### src/rtl/hub_port_pkg.sv
// Package: shared state codes and command codes for the downstream port
// controller. Assumes a 3-bit command field decoded upstream of the block.
package hub_port_pkg;

    typedef enum logic [2:0] {
        ST_UNCFG = 3'd0,   // hub not configured, SE0 driven, unpowered
        ST_OFF   = 3'd1,   // configured, unpowered, lines released
        ST_DISC  = 3'd2,   // powered, no device
        ST_DIS   = 3'd3,   // device present, port disabled
        ST_RST   = 3'd4,   // port reset, SE0 driven
        ST_EN    = 3'd5,   // port enabled
        ST_SUSP  = 3'd6    // port suspended
    } port_st_e;

    localparam logic [2:0] CMD_POWER = 3'd1;
    localparam logic [2:0] CMD_RESET = 3'd2;
    localparam logic [2:0] CMD_CLREN = 3'd3;
    localparam logic [2:0] CMD_SUSP  = 3'd4;
    localparam logic [2:0] CMD_CLRSU = 3'd5;

endpackage

### src/rtl/hub_port_rst_timer.sv
// Module: times the port-reset SE0 window.
// done_o is high in the last of RST_CYCLES consecutive cycles with run_i high.
// Assumes run_i stays high for the whole window and drops right after it.
module hub_port_rst_timer #(
    parameter int RST_CYCLES = 2_000_000
) (
    input  logic clk,
    input  logic rst_n,
    input  logic run_i,
    output logic done_o
);
    localparam int CW = (RST_CYCLES > 1) ? $clog2(RST_CYCLES) : 1;
    localparam logic [CW-1:0] LAST = CW'(RST_CYCLES - 1);

    logic [CW-1:0] cnt_q;

    // Count cycles spent in reset; clear whenever the window is not running.
    always_ff @(posedge clk) begin
        if (!rst_n || !run_i) cnt_q <= '0;
        else if (cnt_q != LAST) cnt_q <= cnt_q + 1'b1;
    end

    assign done_o = run_i && (cnt_q == LAST);
endmodule

### src/rtl/hub_port_babble.sv
// Module: babble detector for one enabled port.
// Flags babble when the line has been active for LIMIT consecutive cycles
// (unterminated traffic) or when it is active at the EOF2 strobe.
// Assumes arm_i is high only while the port is enabled.
module hub_port_babble #(
    parameter int LIMIT = 64
) (
    input  logic clk,
    input  logic rst_n,
    input  logic arm_i,
    input  logic line_act_i,
    input  logic eof2_i,
    output logic babble_o
);
    localparam int CW = (LIMIT > 1) ? $clog2(LIMIT) : 1;
    localparam logic [CW-1:0] LAST = CW'(LIMIT - 1);

    logic [CW-1:0] run_q;

    // Length of the current run of line activity while armed.
    always_ff @(posedge clk) begin
        if (!rst_n || !arm_i || !line_act_i) run_q <= '0;
        else if (run_q != LAST) run_q <= run_q + 1'b1;
    end

    assign babble_o = arm_i && line_act_i && (eof2_i || (run_q == LAST));
endmodule

### src/rtl/hub_port_chg.sv
// Module: sticky change indication for the status-change endpoint.
// Sets one cycle after any change of the state code, and clears on an
// acknowledge. A new change wins over an acknowledge in the same cycle.
module hub_port_chg
    import hub_port_pkg::*;
(
    input  logic     clk,
    input  logic     rst_n,
    input  port_st_e state_i,
    input  logic     ack_i,
    output logic     chg_o
);
    port_st_e prev_q;
    logic     chg_q;

    // Keep a delayed copy of the state to spot transitions.
    always_ff @(posedge clk) begin
        if (!rst_n) prev_q <= ST_UNCFG;
        else        prev_q <= state_i;
    end

    // Sticky flag: set on a transition, clear on acknowledge.
    always_ff @(posedge clk) begin
        if (!rst_n)                 chg_q <= 1'b0;
        else if (state_i != prev_q) chg_q <= 1'b1;
        else if (ack_i)             chg_q <= 1'b0;
    end

    assign chg_o = chg_q;
endmodule

### src/rtl/hub_port_fsm.sv
// Module: next-state logic and state register of the port.
// Priority: loss of configuration, then disconnect, then babble, then the
// host command. Also produces the one-cycle upstream resume request.
module hub_port_fsm
    import hub_port_pkg::*;
(
    input  logic       clk,
    input  logic       rst_n,
    input  logic       hub_cfg_i,
    input  logic       hub_susp_i,
    input  logic       cmd_valid_i,
    input  logic [2:0] cmd_i,
    input  logic       line_conn_i,
    input  logic       resume_i,
    input  logic       babble_i,
    input  logic       rst_done_i,
    output port_st_e   state_o,
    output logic       resume_up_o
);
    port_st_e st_q, st_d;
    logic     up_q, up_d;
    logic     c_pwr, c_rst, c_clren, c_susp, c_clrsu;

    // Decode the host command strobe.
    always_comb begin
        c_pwr   = cmd_valid_i && (cmd_i == CMD_POWER);
        c_rst   = cmd_valid_i && (cmd_i == CMD_RESET);
        c_clren = cmd_valid_i && (cmd_i == CMD_CLREN);
        c_susp  = cmd_valid_i && (cmd_i == CMD_SUSP);
        c_clrsu = cmd_valid_i && (cmd_i == CMD_CLRSU);
    end

    // Next-state selection with fixed priority.
    always_comb begin
        st_d = st_q;
        up_d = 1'b0;
        if (!hub_cfg_i) begin
            st_d = ST_UNCFG;
        end else begin
            case (st_q)
                ST_UNCFG: st_d = ST_OFF;
                ST_OFF:   if (c_pwr) st_d = ST_DISC;
                default: begin
                    if (!line_conn_i) begin
                        st_d = ST_DISC;
                    end else begin
                        case (st_q)
                            ST_DISC: st_d = ST_DIS;
                            ST_DIS:  if (c_rst) st_d = ST_RST;
                            ST_RST:  if (rst_done_i) st_d = ST_EN;
                            ST_EN: begin
                                if (babble_i)     st_d = ST_DIS;
                                else if (c_rst)   st_d = ST_RST;
                                else if (c_clren) st_d = ST_DIS;
                                else if (c_susp)  st_d = ST_SUSP;
                            end
                            ST_SUSP: begin
                                if (c_clren)       st_d = ST_DIS;
                                else if (c_clrsu)  st_d = ST_EN;
                                else if (resume_i) begin
                                    st_d = ST_EN;
                                    up_d = hub_susp_i;
                                end
                            end
                            default: st_d = ST_UNCFG;
                        endcase
                    end
                end
            endcase
        end
    end

    // State and resume-request registers.
    always_ff @(posedge clk) begin
        if (!rst_n) begin
            st_q <= ST_UNCFG;
            up_q <= 1'b0;
        end else begin
            st_q <= st_d;
            up_q <= up_d;
        end
    end

    assign state_o     = st_q;
    assign resume_up_o = up_q;
endmodule

### src/rtl/hub_dnport_ctrl.sv
// Module: top of one downstream hub port controller.
// Wires the state machine to the reset timer, the babble detector and the
// change tracker, and decodes the status outputs from the state code.
// RST_CYCLES defaults to 10 ms at a 200 MHz system clock.
module hub_dnport_ctrl
    import hub_port_pkg::*;
#(
    parameter int RST_CYCLES    = 2_000_000,
    parameter int BABBLE_CYCLES = 64
) (
    input  logic       clk,
    input  logic       rst_n,
    input  logic       hub_cfg_i,
    input  logic       hub_susp_i,
    input  logic       cmd_valid_i,
    input  logic [2:0] cmd_i,
    input  logic       line_conn_i,
    input  logic       line_act_i,
    input  logic       eof2_i,
    input  logic       resume_i,
    input  logic       chg_ack_i,
    output logic [2:0] state_o,
    output logic       se0_o,
    output logic       port_pwr_o,
    output logic       port_en_o,
    output logic       port_susp_o,
    output logic       babble_arm_o,
    output logic       chg_o,
    output logic       resume_up_o
);
    port_st_e st;
    logic     armed, babble, rst_done, in_rst;

    assign in_rst = (st == ST_RST);
    assign armed  = (st == ST_EN);

    hub_port_rst_timer #(.RST_CYCLES(RST_CYCLES)) u_rst (
        .clk(clk), .rst_n(rst_n), .run_i(in_rst), .done_o(rst_done)
    );

    hub_port_babble #(.LIMIT(BABBLE_CYCLES)) u_bab (
        .clk(clk), .rst_n(rst_n), .arm_i(armed), .line_act_i(line_act_i),
        .eof2_i(eof2_i), .babble_o(babble)
    );

    hub_port_fsm u_fsm (
        .clk(clk), .rst_n(rst_n), .hub_cfg_i(hub_cfg_i), .hub_susp_i(hub_susp_i),
        .cmd_valid_i(cmd_valid_i), .cmd_i(cmd_i), .line_conn_i(line_conn_i),
        .resume_i(resume_i), .babble_i(babble), .rst_done_i(rst_done),
        .state_o(st), .resume_up_o(resume_up_o)
    );

    hub_port_chg u_chg (
        .clk(clk), .rst_n(rst_n), .state_i(st), .ack_i(chg_ack_i), .chg_o(chg_o)
    );

    // Status decode from the state code.
    always_comb begin
        state_o      = st;
        se0_o        = (st == ST_UNCFG) || (st == ST_RST);
        port_pwr_o   = (st != ST_UNCFG) && (st != ST_OFF);
        port_en_o    = (st == ST_EN) || (st == ST_SUSP);
        port_susp_o  = (st == ST_SUSP);
        babble_arm_o = armed;
    end
endmodule

### config.mk
export PLATFORM = sky130hd
export DESIGN_NAME = hub_dnport_ctrl
export DESIGN_NICKNAME = d
export VERILOG_FILES = /design/src/rtl/hub_port_pkg.sv /design/src/rtl/hub_port_rst_timer.sv /design/src/rtl/hub_port_babble.sv /design/src/rtl/hub_port_chg.sv /design/src/rtl/hub_port_fsm.sv /design/src/rtl/hub_dnport_ctrl.sv
export SDC_FILE = /design/constraint.sdc
export NUM_CORES = 1
export LEC_CHECK = 0
export BUFFER_PORTS_ARGS = -buffer_cell sky130_fd_sc_hd__buf_2
export CAP_MARGIN = 30
export CORE_MARGIN = 3
export CORE_UTILIZATION = 50
export CTS_CLUSTER_DIAMETER = 200
export CTS_CLUSTER_SIZE = 10
export DETAILED_ROUTE_END_ITERATION = 8
export GPL_ROUTABILITY_DRIVEN = 0
export HOLD_SLACK_MARGIN = 0.05
export PLACE_DENSITY = 0.79
export SLEW_MARGIN = 20
export SYNTH_ARGS = -nofsm -noshare
export SYNTH_HDL_FRONTEND = slang
export SYNTH_SLANG_ARGS = --single-unit
### constraint.sdc
create_clock -name clk -period 2.3 [get_ports clk]
set_input_delay 0.46 -clock clk [delete_from_list [all_inputs] [get_ports clk]]
set_output_delay 0.46 -clock clk [all_outputs]
set_load 0.1 [all_outputs]
==> key figures, run 1 <==
Outcome
  • Outcome: finished clean

STA
  • Final period util: 93.54%
  • Final setup vio count: 0
  • Slew margin rel.: 67.68%
  • Crit path time final: 2.151 ns
  • F_max: 0.4648 GHz
  • Slew Limit Fails: 0
  • Clk_skew: 0.003809 ns
  • Worst Tran Pin Value: 0.4881 ns
  • Final hold violations: 0
  • Min Hold Slack: 0.4459 ns
  • RSZ-0062 raised after global routing: false

GRT
  • First-pass GRT wire length: 6.893 mm
  • Vias in the first global route: 1540
  • Total grt overflow: 0
  • Largest net degree at the start of global routing: 22
  • Antenna violations before repair: 0
  • Overall routing resource usage: 19.87%

CTS
  • Clk_lat worst skew: 0.29 ns
  • Cts-stage hold buffer count: 0
  • Clock Sinks: 35
  • CTS clk-pin slew, worst paths: 0.07 ns
  • CTS root buf: clkbuf_8
  • CTS tree: yes
  • Post-CTS Setup Bufs: 0
  • CTS max path bufs: 2
  • Clock H-tree levels: 2
  • CTS Buf Count: 5
  • Post-CTS Resized: 0

Synth
  • EDFF count, synth: 0
  • Share of flip-flops with an asynchronous set or reset: 0%
  • Post-synthesis register bit count: 35
  • Post-Syn Area: 1864 um^2
  • Post-Synthesis Cells: 219
  • Cell variety after synth: 47
  • Avg Cell Area, Syn: 8.513 um^2
  • Post-synth net total: 234
  • Most used DFF post-synth: dfxtp_1
  • Synth Warn #: 0
  • Post-synthesis sequential area ratio: 37.58%

Routing
  • Drc violations: 0
  • TritonRoute pass-1 iters: 5
  • Top routing layer in use: met4
  • Met1 WL: 1.958 mm
  • Routed wl met2: 1.819 mm
  • WL/cell: 13.79 um
  • DR iter-0 viols: 145
  • Total Wirelength: 4.040 mm
  • Vias per cell: 5.744
  • Via count: 1683
  • Post-DRT Antenna Nets: 0
  • Met3 WL: 223 um

Power and ir drop
  • Static Leak: 0.7849 nW
  • Cell Pwr Density: 581.7 nW/um^2
  • Peak supply drop: 0.4136 mV

Setup path
  • Worst Reg-to-Reg Cells: 5
  • CP Data Arrival Time: 1.69 ns
  • WS Path Type: reg2out
  • Startpoint types: flip-flop
  • CP max stage delay: 0.46 ns
  • CP cell instances: nor2b_1 -> nand2_1 -> nand2_2 -> buf_2
  • CP endpoint kind: output port
  • Crit Path Max Fanout: 13
  • Critical Path RT: 1.84 ns
  • CP max-delay cell: dfxtp_2

Die
  • Starting density of the core: 53.75%
  • DIE HEIGHT: 67.06 um
  • Die Width: 67.06 um
  • Top-level port count: 23
  • Row Count: 21
  • Die area: 4497 um^2
  • Core Footprint: 3468 um^2

Cells and area
  • Filler cells: 321
  • Non-filler instance count after layout: 293
  • Area Overhead vs Synth: 15.64%
  • Nets: 261
  • Cell area after layout: 2156 um^2
  • Sequential cell area: 704.4 um^2
  • Area of the multi-input gates: 1120 um^2
  • Antenna diode count: 0
  • Share of cells above drive strength 1: 21.86%

Run
  • Maxcap violations: 0

Placed design
  • Cell count after placement: 285
  • Port Buf Inserts: 22
  • Final HPWL DP: 2.886 mm
  • Placed Area: 2052 um^2

Min path
  • Hold WC Path Type: in2reg
  • Depth of the worst hold-timing path: 3
-- final cells by class --
class | count | area share (%)
Multi-Input combinational cell | 171 | 51.94
Sequential cell | 35 | 32.68
Tap cell | 46 | 2.670
Timing Repair Buffer | 26 | 6.500
Clock inverter | 1 | 0.3482
Inverter | 7 | 1.393
Clock buffer | 7 | 4.469
-- cell usage after synthesis (all sizes together) (2+ instances only) --
cell type  number  area [um^2]
and4b           2        20.02
nand2          15        56.30
nor4            6        52.55
and3            4        26.28
nand4           6        37.54
ha              2        25.02
o21ai           6        30.03
o2111ai         2        23.77
a21oi          11        55.05
a211oi          3        22.52
or2             4        25.02
nor2           29        108.9
clkbuf          6        22.52
a31oi           2        12.51
nor3           10        61.31
or3             4        26.28
inv             7        26.28
xor2            9        78.83
or4b            2        27.53
a22oi           2        15.01
nor2b           7        43.79
mux2i           3        30.03
dfxtp          35        700.7
and2            4        25.02
xnor2          12        105.1
nand3          10        50.05
-- critical path, delay by kind of cell, from the launching register on --
family	cells	cell delay, ns
and+or+nand+nor	3	0.51
DFF	1	0.46
buffers and inverters	1	0.42
-- placed cells by master, fill, tap and decap left out, drive strengths merged, types with 2 or more instances in the layout --
cell type / instances
and2: 4
a211oi: 3
clkinvlp: 2
a31oi: 2
or4b: 2
xor2: 9
xnor2: 12
nand4: 6
nor4: 6
nor2b: 7
dfxtp: 35
ha: 2
nand2: 15
or3: 4
o2111ai: 2
a21oi: 11
inv: 6
nor3: 10
and4b: 2
nand3: 10
o21ai: 6
mux2i: 3
clkbuf: 7
nor2: 29
a22oi: 2
buf: 26
or2: 4
and3: 4
-- metal layers --
layer | track usage (%) | vias up
met5 | 0 | -
met4 | 5.570 | 0
met3 | 6.239 | 8
met2 | 30.80 | 46
met1 | 26.28 | 788
li1 | - | 841
-- metrics by stage --
step | utilization [%] | TNS (ns) | worst slack (ns) | power, mW
after floorplan | - | -0.05774 | -0.05774 | 0.7412
after global placement | 59.16 | 0 | 0.2788 | 0.7725
after detailed placement | 59.16 | 0 | 0.2400 | 0.7733
after CTS | 62.16 | 0 | 0.1394 | 1.268
after global routing | 62.16 | 0 | 0.02607 | 1.304
final | 62.16 | 0 | 0.1486 | 1.254
-- logic make-up after synthesis --
| family | synth area share (%) |
|---|---|
| multiplexers | 1.611 |
| AND/OR/NAND/NOR | 33.83 |
| XOR/XNOR | 9.866 |
| buffers and inverters | 2.618 |
| adder cells (fa/ha/maj) | 1.342 |
| AO/OA/AOI/OAI | 13.15 |
| flip-flops | 37.58 |
-- state kept, by name, indices dropped and copies added, names as in the netlist --
| signal | count |
|---|---|
| u_bab.run_q | 6 |
| u_chg.chg_o | 1 |
| u_chg.prev_q | 3 |
| u_fsm.resume_up_o | 1 |
| u_fsm.state_o | 3 |
| u_rst.cnt_q | 21 |
-- final timing paths --
path	from	endpoint	slack, ns
worst max-delay path	u_fsm.state_o[2]	port_en_o	0.15
worst min-delay path	resume_i	u_fsm.resume_up_o	0.45
worst max register to register	u_rst.cnt_q[9]	u_rst.cnt_q[4]	0.21
worst min register to register	u_bab.run_q[1]	u_bab.run_q[1]	0.53
-- where the power goes --
part / leakage, nW / internal (mW) / switching, mW / total (mW)
sequential: 0.284 / 0.613 / 0.0124 / 0.626
combinational: 0.451 / 0.0372 / 0.0974 / 0.135
clock: 0.0505 / 0.272 / 0.222 / 0.494
total: 0.785 / 0.923 / 0.331 / 1.25
(Power assumes the default switching activity.)
==> run 2, diff against run 1 <==
--- a/config.mk
+++ b/config.mk
@@ -8,14 +8,15 @@
 export BUFFER_PORTS_ARGS = -buffer_cell sky130_fd_sc_hd__buf_2
 export CAP_MARGIN = 30
 export CORE_MARGIN = 3
-export CORE_UTILIZATION = 50
+export CORE_UTILIZATION = 30
 export CTS_CLUSTER_DIAMETER = 200
 export CTS_CLUSTER_SIZE = 10
 export DETAILED_ROUTE_END_ITERATION = 8
 export GPL_ROUTABILITY_DRIVEN = 0
 export HOLD_SLACK_MARGIN = 0.05
-export PLACE_DENSITY = 0.79
+export PLACE_DENSITY = 0.56
 export SLEW_MARGIN = 20
 export SYNTH_ARGS = -nofsm -noshare
 export SYNTH_HDL_FRONTEND = slang
+export SYNTH_HIERARCHICAL = 1
 export SYNTH_SLANG_ARGS = --single-unit
==> run 2 against run 1 <==
  * Register-to-register slack improved by 0.08 ns
  * Global-route usage decreased by 8.1 points
  * Power decreased by 5.8%
  * Combinational power decreased by 15%
  * Hold slack improved by 0.0045 ns
  * Critical path type unchanged
  * Largest power group unchanged
==> key figures, run 2 <==
Routing
  • DR iter-0 viols: 100 (-31%)
  • TritonRoute pass-1 iters: 4 (-1)
  • Drc violations: 0 (unchanged)
  • Via count: 1627 (-3.3%)
  • Total Wirelength: 4.059 mm (+0.47%)
  • Vias per cell: 5.132 (-11%)
  • WL/cell: 12.80 um (-7.1%)
  • Post-DRT Antenna Nets: 0 (unchanged)

Synth
  • Cell variety after synth: 59 (+26%)
  • Area leader, netlist: dfxtp_1
  • Yosys top cell area share: 36.51% (-1.1 points)
  • Post-synth net total: 230 (-1.7%)
  • Share of flip-flops with an asynchronous set or reset: 0% (unchanged)
  • Most used DFF post-synth: dfxtp_1
  • Top post-synthesis cells by count: dfxtp_1, nor2_1, a21oi_1, nand2_1, o21ai_0
  • Post-synthesis register bit count: 35 (unchanged)
  • Post-Syn Area: 1919 um^2 (+3.0%)
  • Post-synthesis sequential area ratio: 36.51% (-1.1 points)
  • EDFF count, synth: 0 (unchanged)
  • Count leader, synth: dfxtp_1
  • Synth Warn #: 6 (+6)
  • Top cells by area, synth: dfxtp_1, xor2_1, a21oi_1
  • Post-Synthesis Cells: 215 (-1.8%)
  • Avg Cell Area, Syn: 8.927 um^2 (+4.9%)

CTS
  • CTS Buf Count: 5 (unchanged)
  • Post-CTS Setup Bufs: 0 (unchanged)
  • Post-CTS Resized: 0 (unchanged)
  • Cts-stage hold buffer count: 0 (unchanged)
  • CTS max path bufs: 2 (unchanged)
  • Clk_lat worst skew: 0.28 ns (about the same)
  • CTS tree: yes
  • Clock Sinks: 35 (unchanged)
  • Clock H-tree levels: 2 (unchanged)
  • CTS clk-pin slew, worst paths: 0.07 ns (about the same)
  • CTS root buf: clkbuf_8

Cells and area
  • Commonest non-fill, non-tap cell in the layout: dfxtp_1
  • Max FFs per register: 21 (unchanged)
  • Share of cells above drive strength 1: 24.38% (+2.5 points)
  • Antenna diode count: 0 (unchanged)
  • Area Overhead vs Synth: 14.93%
  • Biggest regs: u_rst/cnt_q: 21 flops, u_bab/run_q: 6 flops
  • Nets: 257 (-1.5%)
  • Most flops, register: u_rst/cnt_q
  • Cell area after layout: 2206 um^2 (+2.3%)
  • Most frequent cells in the layout: dfxtp_1, buf_2, nand2_1, a21oi_1, nor2_1
  • Non-filler instance count after layout: 317 (+8.2%)

GRT
  • Antenna violations before repair: 0 (unchanged)
  • Total grt overflow: 0 (unchanged)
  • Largest net degree at the start of global routing: 20 (-9.1%)
  • First-pass GRT wire length: 7.100 mm (+3.0%)
  • Vias in the first global route: 1560 (+1.3%)
  • Overall routing resource usage: 11.72% (-8.1 points)

Setup path
  • CP max stage delay: 0.57 ns (+0.11 ns)
  • Worst reg2reg startpoint: u_bab/run_q[0]
  • CP cell instances: xor2_1 -> and2_1 -> buf_2
  • Worst Reg-to-Reg Cells: 8 (+3)
  • CP Data Arrival Time: 1.57 ns (-0.12 ns)
  • Crit path to: port_en_o
  • Critical Path RT: 1.84 ns (about the same)
  • R2r setup slk: 0.29 ns (+0.08 ns)
  • CP endpoint kind: output port
  • Reg2reg end: u_fsm/state_o[1]
  • Crit Path Max Fanout: 19 (+6)
  • Startpoint types: flip-flop
  • WS Path Type: reg2out
  • Setup crit start: u_fsm/state_o[1]
  • CP max-delay cell: dfxtp_2

STA
  • Clk_skew: 0.003732 ns (-0.00007722 ns)
  • Slew margin rel.: 67.79% (+0.11 points)
  • Final setup vio count: 0 (unchanged)
  • F_max: 0.4918 GHz (+5.8%)
  • Slew Limit Fails: 0 (unchanged)
  • Min Hold Slack: 0.4505 ns (+0.004528 ns)
  • Worst Tran Pin Value: 0.4865 ns (-0.001647 ns)
  • Final hold violations: 0 (unchanged)
  • RSZ-0062 raised after global routing: false
  • Crit path time final: 2.033 ns (-0.1182 ns)
  • Final period util: 88.40% (-5.1 points)

Placed design
  • Final HPWL DP: 2.993 mm (+3.7%)
  • Cell count after placement: 310 (+8.8%)
  • Port Buf Inserts: 22 (unchanged)
  • Placed Area: 2118 um^2 (+3.2%)

Power and ir drop
  • Cell Pwr Density: 535.8 nW/um^2 (-7.9%)
  • Peak supply drop: 0.2640 mV (-36%)
  • Static Leak: 0.7637 nW (-2.7%)

Die
  • Die Width: 85.99 um (+28%)
  • Top-level port count: 23 (unchanged)
  • DIE HEIGHT: 85.99 um (+28%)
  • Die area: 7393 um^2 (+64%)
  • Row Count: 28 (+33%)
  • Starting density of the core: 31.67% (-22 points)
  • Core Footprint: 6061 um^2 (+75%)

Min path
  • Hold WC Path Type: in2reg

Outcome
  • Outcome: finished clean

Run
  • Maxcap violations: 0 (unchanged)
run 2: final cells by class:
class / instances / area, um^2
fill: 630 / 3855
multi-input combinational: 172 / 1171
sequential: 35 / 709.4
timing repair buffer: 25 / 132.6
tap: 75 / 93.84
clock buffer: 6 / 82.58
inverter: 3 / 11.26
clock inverter: 1 / 5.005
run 2: worst min path at each step:
stage / start / end / depth (start not counted)
3_3_place_gp: u_rst/cnt_q[19] / u_rst/cnt_q[19] / 2
2_1_floorplan: u_rst/cnt_q[19] / u_rst/cnt_q[19] / 2
6_report: hub_cfg_i / u_fsm/state_o[2] / 3
5_1_grt: hub_cfg_i / u_fsm/state_o[2] / 3
3_5_place_dp: u_rst/cnt_q[19] / u_rst/cnt_q[19] / 2
4_1_cts: hub_cfg_i / u_fsm/state_o[2] / 3
run 2: where the power goes:
group / total (mW) / internal [mW] / leakage [nW] / switching [mW]
sequential: 0.622 / 0.610 / 0.284 / 0.0116
combinational: 0.115 / 0.0331 / 0.432 / 0.0815
clock: 0.446 / 0.235 / 0.0470 / 0.211
total: 1.18 / 0.878 / 0.764 / 0.304
run 2: critical path, delay by kind of cell, from the launching register on:
kind,cells,cell delay (ns)
xor+xnor,1,0.18
buf+inv,1,0.41
flops,1,0.57
simple gates,1,0.13
run 2: through the flow:
stage               setup TNS [ns]  setup WS [ns]  util [%]  total power, mW
floorplan                 -0.01019       -0.01019         -           0.7199
global placement                 0         0.3803     34.95           0.7497
detailed placement               0         0.3307     34.95           0.7501
CTS                              0         0.2571     36.40            1.211
global route                     0         0.1334     36.40            1.236
finish                           0         0.2667     36.40            1.182
run 2: metal layers:
metal,wire length (um),track usage (%),vias to the layer above
met5,0,0,-
met2,1813,18.29,13
li1,-,-,862
met4,69,4.748,0
met3,77,2.305,5
met1,2099,15.75,747
run 2: kinds of logic (layout without fill, tap and decap cells):
group | after synthesis | in the layout | synth area share, %
AND/OR/NAND/NOR | 102 | 102 | 33.90
AO/OA/AOI/OAI | 54 | 54 | 18.91
adder cells (fa/ha/maj) | 2 | 2 | 1.304
flip-flops | 35 | 35 | 36.51
buffers and inverters | 8 | 35 | 2.998
XOR/XNOR | 14 | 14 | 6.389
